<file path="src/rtl/mps_pkg.sv">
package mps_pkg;
  // Look-ahead strobes from the divider control to the pad datapath.
  // They describe the oscillator cycle that starts at the next rising edge.
  typedef struct packed {
    logic winNext;   // next cycle lies in the pre-edge wake-up window
    logic fastNext;  // next cycle belongs to a period too short for a window
  } mpsCtl_t;
endpackage

</file>
<file path="src/rtl/mps_divider.sv">
module mps_divider
  import mps_pkg::*;
#(
  parameter int DIV_W      = 3,
  parameter int WIN_CYC    = 2,
  parameter int FAST_MAX_N = 6
) (
  input  logic             clk,
  input  logic             rstN,
  input  logic [DIV_W-1:0] divSel,
  output mpsCtl_t          ctl,
  output logic             phaseClk,
  output logic             fastQ,
  output logic             wrap,
  output logic [DIV_W-1:0] nSelQ
);
  localparam int CNT_W = DIV_W + 1;
  localparam int NW    = DIV_W + 2;

  logic [CNT_W-1:0] cnt;
  logic [CNT_W-1:0] cntNext;
  logic [DIV_W-1:0] selNext;
  logic [NW-1:0]    nCur;
  logic [NW-1:0]    nNext;
  logic [NW-1:0]    cntNextW;
  logic             phaseNext;

  function automatic logic [NW-1:0] periodOf(input logic [DIV_W-1:0] code);
    return {1'b0, code, 1'b0} + NW'(2);
  endfunction

  always_comb begin
    nCur      = periodOf(nSelQ);
    wrap      = ({1'b0, cnt} == (nCur - NW'(1)));
    selNext   = wrap ? divSel : nSelQ;
    nNext     = periodOf(selNext);
    cntNext   = wrap ? '0 : cnt + CNT_W'(1);
    cntNextW  = {1'b0, cntNext};
    phaseNext = cntNextW < (nNext >> 1);
    ctl.fastNext = nNext <= NW'(FAST_MAX_N);
    ctl.winNext  = cntNextW >= (nNext - NW'(WIN_CYC));
  end

  always_ff @(posedge clk or negedge rstN) begin
    if (!rstN) begin
      cnt      <= '0;
      nSelQ    <= '0;
      phaseClk <= 1'b0;
      fastQ    <= 1'b0;
    end else begin
      cnt      <= cntNext;
      nSelQ    <= selNext;
      phaseClk <= phaseNext;
      fastQ    <= ctl.fastNext;
    end
  end
endmodule

</file>
<file path="src/rtl/mps_pad.sv">
module mps_pad
  import mps_pkg::*;
(
  input  logic    clk,
  input  logic    rstN,
  input  mpsCtl_t ctl,
  input  logic    cfgSpecial,
  input  logic    cfgDir,
  input  logic    portData,
  output logic    strobeN,
  output logic    pinOut,
  output logic    pinOe
);
  logic pdRise;  // rising-edge part: low through the pre-edge cycles
  logic pdFall;  // falling-edge copy: stretches the low by half a cycle
  logic specQ;
  logic dirQ;
  logic portQ;

  always_ff @(posedge clk or negedge rstN) begin
    if (!rstN) pdRise <= 1'b1;
    else       pdRise <= !(ctl.fastNext || ctl.winNext);
  end

  always_ff @(negedge clk or negedge rstN) begin
    if (!rstN) pdFall <= 1'b1;
    else       pdFall <= pdRise;
  end

  always_ff @(posedge clk or negedge rstN) begin
    if (!rstN) begin
      specQ <= 1'b0;
      dirQ  <= 1'b0;
      portQ <= 1'b0;
    end else begin
      specQ <= cfgSpecial;
      dirQ  <= cfgDir;
      portQ <= portData;
    end
  end

  always_comb begin
    strobeN = pdRise & pdFall;
    pinOut  = specQ ? strobeN : portQ;
    pinOe   = dirQ;
  end
endmodule

</file>
<file path="src/rtl/mem_pd_strobe.sv">
module mem_pd_strobe
  import mps_pkg::*;
#(
  parameter int DIV_W      = 3,
  parameter int WIN_CYC    = 2,
  parameter int FAST_MAX_N = 6
) (
  input  logic             clk,
  input  logic             rstN,
  input  logic [DIV_W-1:0] divSel,
  input  logic             cfgSpecial,
  input  logic             cfgDir,
  input  logic             portData,
  output logic             phaseClk,
  output logic             pinOut,
  output logic             pinOe
);
  mpsCtl_t          ctl;
  logic             fastQ;
  logic             wrap;
  logic [DIV_W-1:0] nSelQ;
  logic             strobeN;

  mps_divider #(
    .DIV_W(DIV_W), .WIN_CYC(WIN_CYC), .FAST_MAX_N(FAST_MAX_N)
  ) i_div (
    .clk(clk), .rstN(rstN), .divSel(divSel), .ctl(ctl),
    .phaseClk(phaseClk), .fastQ(fastQ), .wrap(wrap), .nSelQ(nSelQ)
  );

  mps_pad i_pad (
    .clk(clk), .rstN(rstN), .ctl(ctl), .cfgSpecial(cfgSpecial),
    .cfgDir(cfgDir), .portData(portData), .strobeN(strobeN),
    .pinOut(pinOut), .pinOe(pinOe)
  );
endmodule

</file>
<file path="config.mk">
export PLATFORM = sky130hd
export DESIGN_NAME = mem_pd_strobe
export DESIGN_NICKNAME = d
export VERILOG_FILES = /design/src/rtl/mps_pkg.sv /design/src/rtl/mps_divider.sv /design/src/rtl/mps_pad.sv /design/src/rtl/mem_pd_strobe.sv
export SDC_FILE = /design/constraint.sdc
export NUM_CORES = 1
export LEC_CHECK = 0
export ABC_AREA = 1
export BUFFER_PORTS_ARGS = -buffer_cell sky130_fd_sc_hd__buf_2
export CAP_MARGIN = 20
export CORE_MARGIN = 2
export CORE_UTILIZATION = 45
export CTS_CLUSTER_DIAMETER = 120
export DETAILED_ROUTE_END_ITERATION = 8
export GPL_ROUTABILITY_DRIVEN = 0
export PLACE_DENSITY = 0.65
export SLEW_MARGIN = 0
export SYNTH_ARGS = -nofsm -noshare
export SYNTH_HDL_FRONTEND = slang
export SYNTH_HIERARCHICAL = 1
export SYNTH_SLANG_ARGS = --single-unit
</file>
<file path="constraint.sdc">
create_clock -name clk -period 2.26 [get_ports clk]
set_input_delay 0.678 -clock clk [delete_from_list [all_inputs] [get_ports clk]]
set_output_delay 0.678 -clock clk [all_outputs]
set_load 0.01 [all_outputs]
</file>
==> results of run 1 <==
-- per-layer routing --
layer | GRT usage, % | vias to the layer above | wire length, um | part of all wire [%]
li1 | - | 283 | - | -
met1 | 17.41 | 241 | 540 | 47
met4 | 10.91 | 0 | 19 | 1.7
met5 | 0 | - | 0 | 0
met3 | 3.673 | 2 | 20 | 1.7
met2 | 25.59 | 5 | 566 | 49
-- path summary, 6_finish.rpt --
kind                              start              to  cells past startpoint  slack [ps]
max in group asynchronous          rstN    i_pad/pdFall                      1         800
min in group clk                 cfgDir     i_pad/pinOe                      1         510
setup reg to reg           i_div/cnt[3]  i_div/phaseClk                     12         420
hold reg to reg            i_div/cnt[0]    i_div/cnt[0]                      1         530
setup / recovery           i_pad/pdFall          pinOut                      3        -600
hold / removal                     rstN  i_div/nSelQ[0]                      2         360
-- sequential cells by signal, indices dropped and copies added, names as in the netlist --
signal	flops
i_pad/specQ	1
i_pad/portQ	1
i_pad/pdFall	1
i_div/cnt	4
i_div/phaseClk	1
i_pad/pinOe	1
i_pad/pdRise	1
i_div/nSelQ	3
-- repair_timing --
item / in CTS / in global routing
resized for setup: 1 / 0
setup endpoints to repair: 1 / 1
pin swaps: 1 / 0
-- worst register-to-register path, cell delays in order, from the launching register on --
cell     delay [ps]
dfrtp_1         400
nand2_1          80
nand2_1          80
nor2_4          170
nand2_4          90
nand2_2          70
nand2_2         100
nand2_2         110
nand2_1          60
ha_1            280
a21oi_2         140
nand2_1          80
a21oi_2         120
-- cell type report --
type,instances,area share (%)
flip-flops and latches,13,38.87
multi-input cells,54,40.50
clock inverters,2,0.8902
clock buffers,3,2.671
repair buffers,11,7.567
well taps,16,2.374
inverters,16,7.122
-- through the flow --
stage,cells,hold WS [ps],cell area [sq um],TNS (ps),util [%]
final,115,359.2,843.3,-596.0,55.98
after global routing,115,376.9,843.3,-656.3,55.98
after CTS,115,363.6,843.3,-604.2,55.98
after detailed placement,111,526.4,810.8,-280.8,53.82
after global placement,111,525.8,810.8,-275.9,53.82
after floorplan,84,382.4,733.2,-183.6,-
==> impl_metrics.tcl, run 1 <==
set metrics [dict create \
    firstDrtPassIters 4 \
    max_stage_delay_ps 510 \
    finalHoldViolations 0 \
    die_width_um 44.16 \
    rsz0062_at_grt "true" \
    avgViaCountPerCell 4.617 \
    slew_viol_final 0 \
    syn_inst 84 \
    grt_max_degree 13 \
    num_rows 14 \
    seq_area_sq_um 327.8 \
    grt_pass1_wl_um 2097 \
    totalWireLength_um 1146 \
    syn_nets 98 \
    numCtsBuffers 3 \
    cp-start-kind "register" \
    hold_buffers 0 \
    synth-warning-count 6 \
    first_global_vias 523 \
    cts_tree "yes" \
    path_buf_inv 1 \
    syn_to_final_growth_pct 16.21 \
    relSlewSlack_pct 85.92 \
    worst_pin_slew_ps 210.5 \
    final_cell_mix "21 x nand2_1, 17 x inv_1, 11 x dfrtp_1" \
    antenna_found_initial 0 \
    clk_path_buf_depth 2 \
    path_clk_slew_ps 80 \
    path_cells "nand3_2, nand2_2, buf_6" \
    layout-drive-gt1-share_pct 32.32 \
    fillers 153 \
    io_buffers 10 \
    multiInputGateArea_sq_um 341.6 \
    cp.required_ps 1580 \
    root_buffer "clkbuf_4" \
    cp-end-kind "output port" \
    initialDrtViolationCount 9 \
    route.detailed.drc 0 \
    cp.arrival_ps 2180 \
    dieArea_sq_um 1950 \
    crit_slowest_cell "dfstp_2" \
    status "finished, violations left" \
    setup_violations 1 \
    failed_checks "setup timing" \
    cts_max_level 1 \
    finalClockSkew_ps 56.25 \
    io_pins 11 \
    wl_per_cell_um 9.965 \
    core_area_sq_um 1506 \
    crit_fanout 1 \
    nNetsFinal 114 \
    grt_overflow 0 \
    hold_class "primary input to asynchronous set/reset pin" \
    path_class "register to output port" \
    insertedDiodeCount 0 \
    cts_setup_buffers 0 \
    synth.avg_cell_area_sq_um 8.639 \
    hpwl_um 914.4 \
    fp.dieH_um 44.16 \
    dp_slack_ps -280.8 \
    drt.antenna.violating_nets 0 \
    insertion_delay_ps 320 \
    initial_core_util_pct 48.17 \
    layout_commonest_cell "nand2_1" \
    clock_sinks 13 \
    netlist_area_sq_um 725.7 \
    via_count 531 \
    fin_ws_ps -596.0 \
    critical-path-top-delay-family "flip-flops" \
    grt_usage_pct 15.46 \
    drv_cap 0 \
]
Power of run 1 is not shown: default switching activity piles up to over one toggle a cycle in this logic, so the estimate is an artifact.
==> inputs of run 2 (changes only) <==
--- a/config.mk
+++ b/config.mk
@@ -5,15 +5,16 @@
 export SDC_FILE = /design/constraint.sdc
 export NUM_CORES = 1
 export LEC_CHECK = 0
-export ABC_AREA = 1
-export BUFFER_PORTS_ARGS = -buffer_cell sky130_fd_sc_hd__buf_2
+export BUFFER_PORTS_ARGS = -buffer_cell sky130_fd_sc_hd__clkbuf_2
 export CAP_MARGIN = 20
+export CELL_PAD_IN_SITES_DETAIL_PLACEMENT = 0
+export CELL_PAD_IN_SITES_GLOBAL_PLACEMENT = 2
 export CORE_MARGIN = 2
-export CORE_UTILIZATION = 45
+export CORE_UTILIZATION = 36
 export CTS_CLUSTER_DIAMETER = 120
 export DETAILED_ROUTE_END_ITERATION = 8
 export GPL_ROUTABILITY_DRIVEN = 0
-export PLACE_DENSITY = 0.65
+export PLACE_DENSITY_LB_ADDON = 0.1
 export SLEW_MARGIN = 0
 export SYNTH_ARGS = -nofsm -noshare
 export SYNTH_HDL_FRONTEND = slang
==> impl_metrics.tcl, run 2 <==
set metrics [dict create \
    status "finished, violations left" \
    failed_checks "setup timing" \
    path_cells "and2_4, mux2_4, buf_6" \
    synth-warning-count 6 \
    synth.avg_cell_area_sq_um 11.23 \
    fin_util_pct 55.06 \
    critical-path-top-delay-family "flip-flops" \
    rsz0062_at_grt "true" \
    via_count 614 \
    final_cell_mix "19 x buf_4, 10 x dfrtp_1, 9 x clkbuf_2" \
    wl_per_cell_um 12.46 \
    fp.dieH_um 50.72 \
    cts_max_level 1 \
    path_clk_slew_ps 80 \
    nNetsFinal 117 \
    clock_sinks 13 \
    grt_max_degree 13 \
    fin_ws_ps -711.3 \
    largest_register_ffs 4 \
    initial_core_util_pct 39.25 \
    max_stage_delay_ps 500 \
    drt.antenna.violating_nets 0 \
    drv_cap 0 \
    core_area_sq_um 2002 \
    path_class "register to output port" \
    finalClockSkew_ps 57.52 \
    cp.arrival_ps 2290 \
    worst_pin_slew_ps 252.2 \
    hold_class "primary input to asynchronous set/reset pin" \
    place_inst 120 \
    final_cells 129 \
    wl_met1_um 754 \
    relSlewSlack_pct 83.07 \
    layout-drive-gt1-share_pct 51.96 \
    syn_to_final_growth_pct 40.29 \
    wl_met2_um 771 \
    insertion_delay_ps 320 \
    cts_tree "yes" \
    regMostFlops "i_div/cnt" \
    hold_slack_ps 379.7 \
    firstDrtPassIters 4 \
    clk_path_buf_depth 2 \
    num_rows 16 \
    first_global_vias 661 \
    totalWireLength_um 1607 \
    root_buffer "clkbuf_4" \
    initialDrtViolationCount 11 \
    top_layer "met4" \
    top_regs "i_div/cnt: 4 flops, i_div/nSelQ: 3 flops" \
    slew_viol_final 0 \
    antenna_found_initial 0 \
    dieArea_sq_um 2573 \
    route.detailed.drc 0 \
    cp.required_ps 1580 \
    grt_pass1_wl_um 2842 \
    io_buffers 10 \
    layout_commonest_cell "buf_4" \
    setup_violations 1 \
    grt_overflow 0 \
    avgViaCountPerCell 4.760 \
    io_pins 11 \
    timing.setup.tns_ps -711.3 \
    grt_usage_pct 15.31 \
    die_width_um 50.72 \
    hpwl_um 1334 \
    crit_fanout 1 \
    crit_slowest_cell "dfstp_2" \
    cp-end-kind "output port" \
    cp-start-kind "register" \
    path_buf_inv 1 \
    numCtsBuffers 3 \
    route.met3.wl_um 43 \
    syn_nets 84 \
    syn_inst 70 \
    netlist_area_sq_um 785.8 \
    finalHoldViolations 0 \
    insertedDiodeCount 0 \
]
[run 2: worst reg2reg max path: cells and delay by family, from the launching register on]
family	cells	cell delay, ps
xor+xnor	1	230
compound gates	4	740
buf+inv	1	60
fa+ha+maj	1	250
simple gates	2	310
flops	1	430
[run 2: timing repair]
item | in CTS | in global routing
hold buffers | 0 | 0
pin swaps | 1 | 9
resized for setup | 1 | 15
setup buffers | 0 | 5
cloned | 0 | 0
endpoints found under the setup margin | 2 | 2
[run 2: final timing paths]
check / slack (ps) / to / start / cells after the start
min reg2reg: 710 / i_div/nSelQ[2] / i_div/nSelQ[2] / 3
max reg2reg: 140 / i_div/phaseClk / i_div/cnt[2] / 9
max in group asynchronous: 780 / i_pad/pdFall / rstN / 1
min: 380 / i_div/nSelQ[1] / rstN / 2
min in group clk: 510 / i_pad/pinOe / cfgDir / 1
max: -710 / pinOut / i_pad/pdFall / 3
[run 2: cell type report]
class	count	area [sq um]
Fill cell	188	899.6
Multi-Input combinational cell	50	491.7
Sequential cell	13	329.1
Timing Repair Buffer	29	198.9
Tap cell	27	33.78
Clock buffer	3	22.52
Inverter	5	18.77
Clock inverter	2	7.507
[run 2: metal layers]
layer	vias up	track usage (%)
li1	313	-
met1	288	19.59
met2	9	24.78
met3	4	2.976
met4	0	7.207
met5	-	0
[run 2: metrics by stage]
| stage | setup WS, ps | instance area (sq um) |
|---|---|---|
| final | -711.3 | 1102 |
| after global routing | -774.9 | 1102 |
| after CTS | -752.0 | 1018 |
| after detailed placement | -399.1 | 991.0 |
| after global placement | -397.1 | 991.0 |
| after floorplan | -296.6 | 809.5 |
Power of run 2 is left out for the same reason.
